**config.mk**
```make
export PLATFORM = sky130hd
export DESIGN_NAME = dma_regfile_top
export DESIGN_NICKNAME = d
export VERILOG_FILES = /design/src/rtl/dma_regfile_pkg.sv /design/src/rtl/dma_port_decode.sv /design/src/rtl/dma_channel.sv /design/src/rtl/dma_regfile_top.sv
export SDC_FILE = /design/constraint.sdc
export NUM_CORES = 1
export LEC_CHECK = 0
export CAP_MARGIN = 20
export CORE_MARGIN = 4
export CORE_UTILIZATION = 40
export CTS_BUF_LIST = sky130_fd_sc_hd__clkbuf_2
export CTS_CLUSTER_SIZE = 28
export DETAILED_ROUTE_END_ITERATION = 7
export GPL_TIMING_DRIVEN = 0
export PLACE_DENSITY_LB_ADDON = 0.15
export SYNTH_ARGS = -nofsm -noshare
export SYNTH_HDL_FRONTEND = slang
export SYNTH_HIERARCHICAL = 1
export SYNTH_SLANG_ARGS = --single-unit
```
**constraint.sdc**
```tcl
create_clock -name clk -period 5.5 [get_ports clk]
set_input_delay 1.1 -clock clk [delete_from_list [all_inputs] [get_ports clk]]
set_output_delay 1.1 -clock clk [all_outputs]
set_load 0.02 [all_outputs]
```
**src/rtl/dma_regfile_pkg.sv**
```systemverilog
package dma_regfile_pkg;
  typedef enum logic [2:0] {
    K_NONE, K_ADDR, K_CNT, K_MASK, K_MODE, K_CLR, K_PAGE
  } port_kind_e;

  localparam int MODE_DIR_BIT  = 2;
  localparam int MODE_AUTO_BIT = 4;
  localparam int MASK_VAL_BIT  = 2;
  localparam logic [1:0] MODE_CASCADE = 2'b11;
  localparam int MASK_PORT  = 10;
  localparam int MODE_PORT  = 11;
  localparam int CLR_PORT   = 12;
  localparam int PAGE_BASE  = 16;
endpackage

```
**src/rtl/dma_port_decode.sv**
```systemverilog
module dma_port_decode
  import dma_regfile_pkg::*;
#(
  parameter int PA_W   = 6,
  parameter int NCH    = 4,
  parameter int STRIDE = 1,
  localparam int CH_W  = $clog2(NCH)
) (
  input  logic [PA_W-1:0] addr,
  output port_kind_e      kind,
  output logic [CH_W-1:0] ch
);
  localparam int SH = (STRIDE == 2) ? 1 : 0;

  logic [PA_W-1:0] idx;
  logic            aligned;

  assign idx     = addr >> SH;
  assign aligned = (SH == 0) || (addr[0] == 1'b0);

  always_comb begin
    kind = K_NONE;
    ch   = '0;
    if (aligned) begin
      if (idx < PA_W'(2 * NCH)) begin
        kind = idx[0] ? K_CNT : K_ADDR;
        ch   = idx[CH_W:1];
      end else if (idx == PA_W'(MASK_PORT)) begin
        kind = K_MASK;
      end else if (idx == PA_W'(MODE_PORT)) begin
        kind = K_MODE;
      end else if (idx == PA_W'(CLR_PORT)) begin
        kind = K_CLR;
      end else if (idx >= PA_W'(PAGE_BASE) && idx < PA_W'(PAGE_BASE + NCH)) begin
        kind = K_PAGE;
        ch   = idx[CH_W-1:0];
      end
    end
  end
endmodule

```
**src/rtl/dma_channel.sv**
```systemverilog
module dma_channel
  import dma_regfile_pkg::*;
#(
  parameter int CW = 16
) (
  input  logic          clk,
  input  logic          rst,
  input  logic          hi_byte,
  input  logic [7:0]    wdata,
  input  logic          wr_addr,
  input  logic          wr_cnt,
  input  logic          wr_page,
  input  logic          wr_mode,
  input  logic          mask_we,
  input  logic          mask_d,
  input  logic          step,
  output logic [CW-1:0] cur_addr,
  output logic [CW-1:0] cur_cnt,
  output logic [7:0]    page,
  output logic [7:0]    mode,
  output logic          masked,
  output logic          tc
);
  logic [CW-1:0] base_addr, base_cnt;
  logic          auto_mode;

  assign auto_mode = mode[MODE_AUTO_BIT];
  assign tc        = step && (cur_cnt == '0);

  always_ff @(posedge clk) begin
    if (rst) begin
      base_addr <= '0;
      cur_addr  <= '0;
      base_cnt  <= '0;
      cur_cnt   <= '0;
      page      <= '0;
      mode      <= '0;
      masked    <= 1'b1;
    end else begin
      if (wr_addr) begin
        if (hi_byte) begin
          base_addr[CW-1:8] <= wdata;
          cur_addr[CW-1:8]  <= wdata;
        end else begin
          base_addr[7:0] <= wdata;
          cur_addr[7:0]  <= wdata;
        end
      end
      if (wr_cnt) begin
        if (hi_byte) begin
          base_cnt[CW-1:8] <= wdata;
          cur_cnt[CW-1:8]  <= wdata;
        end else begin
          base_cnt[7:0] <= wdata;
          cur_cnt[7:0]  <= wdata;
        end
      end
      if (wr_page) page <= wdata;
      if (wr_mode) mode <= wdata;
      if (mask_we) masked <= mask_d;
      if (step) begin
        if (tc && auto_mode) begin
          cur_addr <= base_addr;
          cur_cnt  <= base_cnt;
        end else begin
          cur_addr <= cur_addr + 1'b1;
          cur_cnt  <= cur_cnt - 1'b1;
          if (tc) masked <= 1'b1;
        end
      end
    end
  end

  p_single_tc_masks_r6: assert property (@(posedge clk) disable iff (rst)
    (tc && !auto_mode) |=> (masked && cur_cnt == '1));
  p_auto_tc_reloads_r7: assert property (@(posedge clk) disable iff (rst)
    (tc && auto_mode && !mask_we && !wr_cnt) |=> (!masked && cur_cnt == $past(base_cnt)));
  p_page_holds_r8: assert property (@(posedge clk) disable iff (rst)
    !wr_page |=> $stable(page));
endmodule

```
**src/rtl/dma_regfile_top.sv**
```systemverilog
module dma_regfile_top
  import dma_regfile_pkg::*;
#(
  parameter int NCH       = 4,
  parameter int WORD_MODE = 0,
  parameter int PA_W      = 6,
  localparam int CH_W     = $clog2(NCH)
) (
  input  logic            clk,
  input  logic            rst,
  input  logic [PA_W-1:0] bus_addr,
  input  logic            bus_wr,
  input  logic            bus_rd,
  input  logic [7:0]      bus_wdata,
  output logic [7:0]      bus_rdata,
  input  logic            xfer_req,
  input  logic [CH_W-1:0] xfer_ch,
  output logic            xfer_ack,
  output logic            xfer_write,
  output logic            xfer_tc,
  output logic [23:0]     xfer_addr,
  output logic [NCH-1:0]  ch_masked
);
  localparam int STRIDE = (WORD_MODE != 0) ? 2 : 1;

  port_kind_e      kind;
  logic [CH_W-1:0] sel_ch;
  logic            hi_ff;
  logic            acc16;
  logic            clr_wr;

  logic [15:0]    cur_a [NCH];
  logic [15:0]    cur_c [NCH];
  logic [7:0]     pg    [NCH];
  logic [7:0]     md    [NCH];
  logic [NCH-1:0] step, tc;

  dma_port_decode #(.PA_W(PA_W), .NCH(NCH), .STRIDE(STRIDE)) u_dec (
    .addr(bus_addr), .kind(kind), .ch(sel_ch)
  );

  assign acc16  = (bus_wr || bus_rd) && (kind == K_ADDR || kind == K_CNT);
  assign clr_wr = bus_wr && (kind == K_CLR);

  always_ff @(posedge clk) begin
    if (rst)         hi_ff <= 1'b0;
    else if (clr_wr) hi_ff <= 1'b0;
    else if (acc16)  hi_ff <= ~hi_ff;
  end

  for (genvar i = 0; i < NCH; i++) begin : g_ch
    logic hit;
    assign hit     = (sel_ch == CH_W'(i));
    assign step[i] = xfer_req && (xfer_ch == CH_W'(i)) && !ch_masked[i]
                     && (md[i][7:6] != MODE_CASCADE);

    dma_channel #(.CW(16)) u_ch (
      .clk(clk), .rst(rst), .hi_byte(hi_ff), .wdata(bus_wdata),
      .wr_addr(bus_wr && kind == K_ADDR && hit),
      .wr_cnt (bus_wr && kind == K_CNT  && hit),
      .wr_page(bus_wr && kind == K_PAGE && hit),
      .wr_mode(bus_wr && kind == K_MODE && bus_wdata[CH_W-1:0] == CH_W'(i)),
      .mask_we(bus_wr && kind == K_MASK && bus_wdata[CH_W-1:0] == CH_W'(i)),
      .mask_d (bus_wdata[MASK_VAL_BIT]),
      .step(step[i]),
      .cur_addr(cur_a[i]), .cur_cnt(cur_c[i]), .page(pg[i]), .mode(md[i]),
      .masked(ch_masked[i]), .tc(tc[i])
    );
  end

  logic [23:0] phys;
  if (WORD_MODE != 0) begin : g_word
    assign phys = {pg[xfer_ch][7:1], cur_a[xfer_ch], 1'b0};
  end else begin : g_byte
    assign phys = {pg[xfer_ch], cur_a[xfer_ch]};
  end

  always_ff @(posedge clk) begin
    if (rst) begin
      xfer_ack   <= 1'b0;
      xfer_tc    <= 1'b0;
      xfer_write <= 1'b0;
      xfer_addr  <= '0;
      bus_rdata  <= '0;
    end else begin
      xfer_ack <= |step;
      xfer_tc  <= |tc;
      if (|step) begin
        xfer_addr  <= phys;
        xfer_write <= md[xfer_ch][MODE_DIR_BIT];
      end
      bus_rdata <= '0;
      if (bus_rd) begin
        unique case (kind)
          K_ADDR:  bus_rdata <= hi_ff ? cur_a[sel_ch][15:8] : cur_a[sel_ch][7:0];
          K_CNT:   bus_rdata <= hi_ff ? cur_c[sel_ch][15:8] : cur_c[sel_ch][7:0];
          K_PAGE:  bus_rdata <= pg[sel_ch];
          default: bus_rdata <= '0;
        endcase
      end
    end
  end

  p_clear_ptr_r2: assert property (@(posedge clk) disable iff (rst)
    clr_wr |=> !hi_ff);
  p_ptr_toggles_r2: assert property (@(posedge clk) disable iff (rst)
    (acc16 && !clr_wr) |=> (hi_ff != $past(hi_ff)));
  p_ack_has_req_r5: assert property (@(posedge clk) disable iff (rst)
    xfer_ack |-> $past(xfer_req));
  p_masked_ignored_r11: assert property (@(posedge clk) disable iff (rst)
    (xfer_req && ch_masked[xfer_ch]) |=> !xfer_ack);
  p_tc_with_ack_r6: assert property (@(posedge clk) disable iff (rst)
    xfer_tc |-> xfer_ack);
endmodule

```
==> flow_metrics.tcl, run 1 <==
set metrics [dict create \
    holdBufCountCts 0 \
    grt_max_degree 29 \
    critPathTopFamily "simple AND/OR/NAND/NOR gates" \
    die_x_um 224 \
    io_buffers 57 \
    drc_errors 0 \
    critical_path.max_stage_delay_ns 0.87 \
    ff2ff_path_depth 10 \
    grt_pass1_vias 17700 \
    gp_congestion 0.965 \
    fp-row-count 79 \
    critPathMaxFanout 10 \
    grt_use_total 0.289 \
    maxCapViolations 0 \
    power_frac_comb 0.080 \
    final_common_cell "dfxtp_1" \
    rr_startpoint "g_ch[1].u_ch/masked$_SDFF_PP1_" \
    clkPwrFrac 0.402 \
    dieArea_sq_um 50400 \
    cp-start-kind "input pin" \
    fin_crit_sh 0.817 \
    clock_latency_ns 1.16 \
    postRouteAntennaNets 0 \
    power.density_nw_per_um2 231 \
    cts_max_path_buffers 3 \
    core_sq_um 46500 \
    switching_share 0.297 \
    finClkSkew_ns 0.0879 \
    initial_core_util 0.403 \
    grt_first_pass_wirelength_um 112000 \
    post-dp-hpwl_um 53400 \
    path_clk_slew_ns 0.09 \
    critPathArrivalTime_ns 5.48 \
    max_slew_margin 0.241 \
    antenna_found_initial 5 \
    net-switching-power_mw 1.44 \
    post-route-min-period_ns 4.49 \
    yosysWarnings 6 \
    drive_above_1_share 0.126 \
    ir_drop_mv 0.121 \
    cts_resized 0 \
    ff2ff_setup_slack_ns 2.61 \
    tightest_slew_ns 1.13 \
    crit_path_cell_trace "clkdlybuf4s50_1 -> and2b_2 -> mux2i_1 -> nor3_1 -> buf_4 -> buf_4 -> nand2_1 -> nor2_1 -> clkbuf_1 -> nor2b_1 -> clkbuf_1 -> nand2_1 -> a221oi_1" \
    grt-ovfl-total 0 \
    io_pins 60 \
    dr.pass1.iters 6 \
    p_int_mw 3.42 \
    wl_per_cell_um 24.6 \
    avgSynthCellArea_sq_um 8.51 \
    final-setup-viol-count 0 \
    r2r_end "g_ch[1].u_ch/cur_addr[6]$_SDFFE_PP0P_" \
    slew_violations 0 \
    p_total_mw 4.86 \
    crit_slowest_cell "nor3_1" \
    clock.fmax_ghz 0.223 \
    final_hold_viol_count 0 \
    synthCells 2200 \
    cp.depth 13 \
    end_kind "flip-flop" \
    wl_um 75000 \
    cts_setup_buffers 0 \
    synthToLayoutAreaGrowth_pct 12.3 \
    cts.sinks 344 \
    cts_buffers 97 \
    critPathBufInv 5 \
    syn_nets 2233 \
    status "finished clean" \
    required_ns 6.49 \
    syn-cell-area_sq_um 18700 \
    critPathLaunch "bus_addr[2]" \
    num_vias 18700 \
    htree_levels 3 \
    drt_iter0_markers 2100 \
    leakagePower_nw 7.51 \
    clockRootBuffer "clkbuf_2" \
    tns_ns 0 \
    most-common-layout-cells "344 x dfxtp_1, 292 x a21oi_1, 228 x nand2_1" \
    fin_nets 2393 \
    tritoncts "done" \
    die_y_um 224 \
    critPathKind "input pin to flip-flop" \
    avgViaCountPerCell 6.12 \
    hold_path.class "flip-flop to flip-flop" \
    rsz0062_at_grt "false" \
    power_frac_seq 0.518 \
    cp-endpoint "g_ch[3].u_ch/cur_cnt[4]$_SDFFE_PP0P_" \
]
-- worst reg2reg max path, stage by stage, from the launching register on --
cell	delay, ns
dfxtp_1	0.40
nor4bb_4	0.44
and2_1	0.18
clkbuf_1	0.33
and4bb_2	0.35
nand4_4	0.22
inv_2	0.19
nand2_4	0.10
buf_6	0.19
mux2i_1	0.13
a221oi_1	0.28
-- registers in the layout, indices dropped and copies added (netlist names) --
name	count
g_ch.u_ch/masked	4
g_ch.u_ch/mode	16
xfer_tc	1
xfer_addr	24
xfer_ack	1
xfer_write	1
hi_ff	1
bus_rdata	8
g_ch.u_ch/page	32
g_ch.u_ch/cur_addr	64
g_ch.u_ch/cur_cnt	64
g_ch.u_ch/base_cnt	64
g_ch.u_ch/base_addr	64
-- metrics by stage --
step	util	worst slack [ns]	std cells	cell area, sq um	hold WS [ns]
2_1_floorplan	-	2.13	2200	18700	0.431
3_3_place_gp	0.432	0.0105	2864	20100	0.437
3_5_place_dp	0.433	-0.00594	2868	20100	0.443
4_1_cts	0.452	1.21	3042	21000	0.366
5_1_grt	0.453	0.940	3049	21000	0.375
6_report	0.453	1.01	3049	21000	0.421
-- power by group through the flow --
stage / registers [mW] / logic (mW) / clock network, mW
after floorplan: 2.57 / 0.217 / 0
after global placement: 2.58 / 0.373 / 0
after detailed placement: 2.58 / 0.378 / 0
after CTS: 2.52 / 0.379 / 2.00
after global routing: 2.52 / 0.406 / 2.15
final: 2.52 / 0.388 / 1.96
-- per-layer routing --
layer,track usage,routed length [um],vias to the layer above
met4,0.111,2790,0
met2,0.430,32300,957
met1,0.414,33100,9109
li1,-,-,8451
met3,0.0607,6870,157
met5,0,0,-
-- final cells by class --
type,instances,area [sq um]
fill,4744,25400
multi-input combinational,1659,10900
sequential,344,6890
buffer,175,821
tap,607,759
clock buffer,146,731
timing repair buffer,61,623
clock inverter,28,165
inverter,22,82.6
antenna,7,17.5
-- worst min path at each step --
| stage | cells past startpoint | from | to | slack [ns] |
|---|---|---|---|---|
| after global placement | 2 | g_ch[0].u_ch/base_addr[15]$_SDFFE_PP0P_ | g_ch[0].u_ch/base_addr[15]$_SDFFE_PP0P_ | 0.44 |
| final | 2 | g_ch[2].u_ch/base_addr[13]$_SDFFE_PP0P_ | g_ch[2].u_ch/cur_addr[13]$_SDFFE_PP0P_ | 0.42 |
| after CTS | 3 | bus_wdata[2] | g_ch[1].u_ch/base_addr[2]$_SDFFE_PP0P_ | 0.37 |
| after floorplan | 2 | g_ch[0].u_ch/base_addr[15]$_SDFFE_PP0P_ | g_ch[0].u_ch/base_addr[15]$_SDFFE_PP0P_ | 0.43 |
| after global routing | 3 | bus_wdata[2] | g_ch[1].u_ch/base_cnt[2]$_SDFFE_PP0P_ | 0.37 |
| after detailed placement | 2 | g_ch[1].u_ch/base_addr[15]$_SDFFE_PP0P_ | g_ch[1].u_ch/base_addr[15]$_SDFFE_PP0P_ | 0.44 |
No activity file was read; power rests on OpenSTA's default activity.
==> inputs of run 2 (changes only) <==
- clock period: 5.5 -> 4.3 ns (I/O delays scaled with it)
==> run 2 against run 1 <==
Effect of this change:
- sequential share of layout area about the same
- die area unchanged
- critical endpoint is now g_ch[0].u_ch/cur_cnt[4]$_SDFFE_PP0P_
- count of clock-buffer cells in the layout unchanged
- largest power group unchanged
- design area about the same
- flip-flop and latch count unchanged
==> flow_metrics.tcl, run 2 (synthesis results as in run 1) <==
set metrics [dict create \
    rr_startpoint "g_ch[1].u_ch/masked$_SDFF_PP1_" \
    power.density_nw_per_um2 296 \
    rsz0062_at_grt "false" \
    crit_top_cell "nor2b_1" \
    dr.pass1.iters 6 \
    fp-row-count 79 \
    leakagePower_nw 7.51 \
    wl_per_cell_um 24.6 \
    drt_iter0_markers 2050 \
    drc_errors 0 \
    avgViaCountPerCell 6.14 \
    critPathBufInv 3 \
    fin_crit_sh 0.921 \
    die_y_um 224 \
    finClkSkew_ns 0.0837 \
    nFillCells 4744 \
    end_kind "flip-flop" \
    critPathTopFamily "simple AND/OR/NAND/NOR gates" \
    final_hold_viol_count 0 \
    layout.cells.non_filler 3050 \
    final-setup-viol-count 0 \
    required_ns 5.30 \
    final_area_sq_um 21000 \
    slew_violations 0 \
    placed_cell_area_sq_um 20100 \
    crit_slowest_cell "nor3_1" \
    critPathArrivalTime_ns 4.96 \
    crit_path_cell_trace "clkdlybuf4s50_1 -> nor2b_1 -> a211oi_1 -> nor3_1 -> nor2b_1 -> nand2_1 -> nor3_1 -> clkbuf_1 -> nor2b_1 -> clkbuf_1 -> nand2_1 -> a221oi_1" \
    hold_path.class "input pin to flip-flop" \
    max_slew_margin 0.331 \
    die_x_um 224 \
    tightest_slew_ns 1.00 \
    maxCapViolations 0 \
    critPathMaxFanout 10 \
    grt_first_pass_wirelength_um 112000 \
    post-route-min-period_ns 3.96 \
    most-common-layout-cells "344 x dfxtp_1, 292 x a21oi_1, 228 x nand2_1" \
    ff2ff_setup_slack_ns 1.40 \
    post-dp-hpwl_um 53400 \
    final_common_cell "dfxtp_1" \
    grt_pass1_vias 17700 \
    hp-start "bus_wdata[2]" \
    postRouteAntennaNets 0 \
    synthToLayoutAreaGrowth_pct 12.3 \
    drive_above_1_share 0.126 \
    wl_um 74900 \
    io_pins 60 \
    core_sq_um 46500 \
    cts.sinks 344 \
    clock_latency_ns 1.15 \
    cp-start-kind "input pin" \
    path_clk_slew_ns 0.09 \
    dieArea_sq_um 50400 \
    initial_core_util 0.403 \
    critPathKind "input pin to flip-flop" \
    critical_path.max_stage_delay_ns 0.70 \
    cts_buffers 97 \
    cts_setup_buffers 0 \
    htree_levels 3 \
    io_buffers 57 \
    grt_max_degree 29 \
    tritoncts "done" \
    status "finished clean" \
    antenna_found_initial 5 \
    grt_use_total 0.289 \
    r2r_end "g_ch[1].u_ch/cur_addr[6]$_SDFFE_PP0P_" \
    cts_max_path_buffers 3 \
    post-place-ws_ns -0.966 \
    fin_nets 2393 \
    gp_congestion 0.965 \
    hold_end "g_ch[1].u_ch/base_addr[2]$_SDFFE_PP0P_" \
    ir_drop_mv 0.153 \
    clock.fmax_ghz 0.253 \
    grt-ovfl-total 0 \
    dp.cells 2868 \
    ff2ff_path_depth 10 \
    tns_ns 0 \
    num_vias 18700 \
    whs_path_depth 3 \
    final.setup.worst_slack_ns 0.342 \
    clockRootBuffer "clkbuf_2" \
    holdBufCountCts 0 \
]
==> run 2: cell count changes in the layout (fill, tap and decap cells not counted) <==
cell     previous run  this run
nor3_2              0         1
diode_2             7         8
nor3_1             38        37
==> run 2: cell type report <==
class                           count  area [sq um]  share of cell area
Inverter                           22          82.6             0.00393
Sequential cell                   344          6890               0.327
Tap cell                          607           759              0.0361
Multi-Input combinational cell   1659         10900               0.520
Antenna cell                        8          20.0            0.000952
Clock buffer                      146           731              0.0347
Buffer                            175           821              0.0390
Clock inverter                     28           165             0.00785
Timing Repair Buffer               61           623              0.0296
==> run 2: stage by stage <==
stage                     hold WS [ns]  power (mW)   util
after global routing             0.135        6.50  0.453
after CTS                        0.126        6.27  0.452
after floorplan                  0.431        3.56      -
final                            0.235        6.22  0.453
after detailed placement         0.443        3.78  0.433
after global placement           0.437        3.77  0.432
==> run 2: what timing repair did <==
item	CTS	global route
gates resized for setup	0	1
hold endpoints to repair	0	0
endpoints found under the setup margin	0	2
==> run 2: metal layers <==
layer / up-vias / track usage / routed length, um
met5: - / 0 / 0
met4: 0 / 0.111 / 2760
met3: 165 / 0.0607 / 7110
met2: 999 / 0.430 / 32300
met1: 9115 / 0.414 / 32700
li1: 8449 / - / -
==> run 2: worst register-to-register path, stage by stage, from the launching register on <==
cell and delay, ns:
dfxtp_1 0.40, nor4bb_4 0.44, and2_1 0.18, clkbuf_1 0.34, and4bb_2 0.35, nand4_4 0.22, inv_2 0.18, nand2_4 0.10
buf_6 0.19, mux2i_1 0.13, a221oi_1 0.28
==> run 2: report_power, final <==
part           switching (mW)  internal [mW]  total [mW]
clock network            1.48           1.02        2.50
logic                   0.340          0.156       0.496
registers              0.0256           3.20        3.22
total                    1.84           4.37        6.22
==> run 2: how the worst max path moves through the flow <==
stage                     start                                   end  cells past startpoint  slack, ns
floorplan           bus_addr[2]  g_ch[0].u_ch/cur_cnt[5]$_SDFFE_PP0P_                     11       1.17
global placement    bus_addr[2]  g_ch[3].u_ch/cur_cnt[4]$_SDFFE_PP0P_                     13      -0.95
detailed placement  bus_addr[2]  g_ch[3].u_ch/cur_cnt[4]$_SDFFE_PP0P_                     13      -0.97
CTS                 bus_addr[2]  g_ch[3].u_ch/cur_cnt[4]$_SDFFE_PP0P_                     13       0.25
global route        bus_addr[3]  g_ch[0].u_ch/cur_cnt[4]$_SDFFE_PP0P_                     12       0.24
finish              bus_addr[3]  g_ch[0].u_ch/cur_cnt[4]$_SDFFE_PP0P_                     12       0.34
==> inputs of run 3 (changes only) <==
- CAP_MARGIN: 20 -> not set
- CTS_CLUSTER_DIAMETER: not set -> 200
- SYNTH_HIERARCHICAL: 1 -> not set
==> run 3 against run 2 <==
Effect of this change:
- synthesized cell count grew 4.8%
- sequential share of layout area is 3.0 points higher
- via count increased by 0.32%
- critical endpoint is now g_ch[1].u_ch.cur_cnt[1]$_SDFFE_PP0P_
==> flow_metrics.tcl, run 3 <==
set metrics [dict create \
    cts_resized 0 \
    final-setup-viol-count 0 \
    clock.fmax_ghz 0.266 \
    rsz0062_at_grt "false" \
    synthFlopType "dfxtp_1" \
    syn_nets 2334 \
    gr-usage-met2 0.513 \
    tns_ns 0 \
    synthTopCellsByArea "dfxtp_1 39%, nand2_1 11%, a21oi_1 8.6%" \
    dieArea_sq_um 48000 \
    ir_drop_mv 0.242 \
    htree_levels 1 \
    synth.largest_area_cell "dfxtp_1" \
    drc_errors 0 \
    initial_core_util 0.404 \
    max_slew_margin 0.0811 \
    power.density_nw_per_um2 251 \
    rr_startpoint "g_ch[1].u_ch.cur_cnt[14]$_SDFFE_PP0P_" \
    r2r_end "g_ch[1].u_ch.cur_cnt[1]$_SDFFE_PP0P_" \
    layout.cells.non_filler 2974 \
    antenna_found_initial 3 \
    avgSynthCellArea_sq_um 7.74 \
    ys_async_sr_fraction 0 \
    cts_setup_buffers 0 \
    grt_pass1_vias 17400 \
    hold_path.class "input pin to flip-flop" \
    critPathLaunch "g_ch[1].u_ch.cur_cnt[14]$_SDFFE_PP0P_" \
    final.setup.worst_slack_ns 0.543 \
    path_clk_slew_ns 0.63 \
    grt_first_pass_wirelength_um 119000 \
    ff2ff_setup_slack_ns 0.54 \
    final_hold_viol_count 0 \
    dr.pass1.iters 7 \
    post-place-ws_ns -0.393 \
    die_x_um 219 \
    dp.cells 2953 \
    synth-seq-cells 344 \
    tritoncts "done" \
    required_ns 5.35 \
    wl_per_cell_um 27.8 \
    postRouteAntennaNets 0 \
    clock_latency_ns 1.25 \
    clockRootBuffer "clkbuf_2" \
    crit_slowest_cell "a2111oi_0" \
    num_vias 18800 \
    post-route-min-period_ns 3.76 \
    most-common-layout-cells "537 x nand2_1, 344 x dfxtp_1, 306 x a21oi_1" \
    holdBufCountCts 0 \
    ff2ff_path_depth 8 \
    cts_buffers 16 \
    fin_crit_sh 0.874 \
    gr-max-usage-layer "met2" \
    synth-edff-count 0 \
    final_core_utilization 0.437 \
    tightest_slew_ns 1.38 \
    synth_cell_type_count 76 \
    avgViaCountPerCell 6.32 \
    yosysWarnings 0 \
    critPathArrivalTime_ns 4.80 \
    finClkSkew_ns 0.290 \
    io_pins 60 \
    whs_ns 0.137 \
    grt_max_degree 29 \
    maxCapViolations 0 \
    cp-start-kind "flip-flop" \
    gp_congestion 1.03 \
    drt_iter0_markers 2573 \
    grt-ovfl-total 0 \
    synth_top_area_share 0.386 \
    grt_use_met1 0.449 \
    use_met3 0.0691 \
    crit_top_cell "clkbuf_1" \
    drive_above_1_share 0.0597 \
    cts.sinks 344 \
    leakagePower_nw 6.28 \
    die_y_um 219 \
    core_sq_um 44100 \
    final_area_sq_um 19300 \
    post-dp-hpwl_um 61100 \
    wl_um 82500 \
    placed_cell_area_sq_um 19200 \
    ys_seq_area_frac 0.386 \
    slew_violations 0 \
    critPathMaxFanout 10 \
    critPathKind "flip-flop to flip-flop" \
    end_kind "flip-flop" \
    critical_path.max_stage_delay_ns 0.85 \
    cts_max_path_buffers 3 \
    synth_most_common_cell "nand2_1" \
    synthTopCellsByCount "537 x nand2_1, 344 x dfxtp_1, 306 x a21oi_1" \
    nFillCells 4614 \
    cp-endpoint "g_ch[1].u_ch.cur_cnt[1]$_SDFFE_PP0P_" \
    status "finished clean" \
    final_common_cell "nand2_1" \
    crit_path_cell_trace "or4_1 -> a2111oi_0 -> nand4_1 -> clkbuf_1 -> clkbuf_1 -> nand2_1 -> a21oi_1 -> a311oi_1" \
    syn-cell-area_sq_um 17800 \
    io_buffers 52 \
    synthToLayoutAreaGrowth_pct 8.08 \
    fp-row-count 77 \
    p_total_mw 4.83 \
    synthCells 2305 \
    fin_nets 2408 \
    hp-start "bus_addr[1]" \
    grt_use_total 0.332 \
]
[run 3: cell types whose count changed in the layout (fill, tap and decap cells not counted), moves of 43 or more]
| cell | previous run | this run |
|---|---|---|
| nand2_1 | 228 | 537 |
| clkbuf_2 | 148 | 18 |
| mux2i_1 | 108 | 20 |
| nor2_1 | 192 | 108 |
| clkbuf_1 | 117 | 167 |
| a31o_2 | 0 | 43 |
[run 3: cell type report]
class	count	area (sq um)	share of cell area
repair buffers	56	574	0.0298
diodes	3	7.51	0.000390
well taps	592	741	0.0384
plain buffers	196	797	0.0414
flip-flops and latches	344	6890	0.357
inverters	16	60.1	0.00312
clock buffers	17	85.1	0.00442
multi-input cells	1749	10100	0.524
clock inverters	1	20.0	0.00104
[run 3: worst min-delay path by stage]
stage | to | slack, ns | cells past startpoint
floorplan | g_ch[1].u_ch.base_cnt[1]$_SDFFE_PP0P_ | 0.43 | 2
global placement | g_ch[2].u_ch.base_addr[0]$_SDFFE_PP0P_ | 0.44 | 2
detailed placement | xfer_addr[14]$_SDFFE_PP0P_ | 0.44 | 2
global route | hi_ff$_SDFFE_PP0P_ | 0.21 | 3
finish | hi_ff$_SDFFE_PP0P_ | 0.14 | 3
CTS | hi_ff$_SDFFE_PP0P_ | 0.16 | 4
[run 3: logic make-up after synthesis]
family                     share of synthesized area
DFF                                            0.386
xor gates and xnor gates                      0.0506
buffers and inverters                         0.0481
AOI/OAI and AO/OA                              0.228
muxes                                         0.0498
and+or+nand+nor                                0.231
adders and majority gates                    0.00561
[run 3: per-layer routing]
metal / part of all wire / vias to the layer above / wire length (um)
li1: - / 8381 / -
met1: 0.41 / 9172 / 33900
met2: 0.43 / 1020 / 35700
met3: 0.10 / 214 / 8280
met4: 0.056 / 0 / 4650
met5: 0 / - / 0
[run 3: critical path: cells and delay by family, from the launching register on]
| family | cells | cell delay [ns] |
|---|---|---|
| buf+inv | 2 | 0.77 |
| flops | 1 | 0.57 |
| compound gates | 3 | 1.18 |
| simple gates | 3 | 1.17 |
[run 3: power breakdown]
part	leakage (nW)	internal [mW]	switching [mW]
clock	0.0804	0.116	1.08
sequential	2.77	3.24	0.00885
combinational	3.43	0.0888	0.304
total	6.28	3.44	1.39
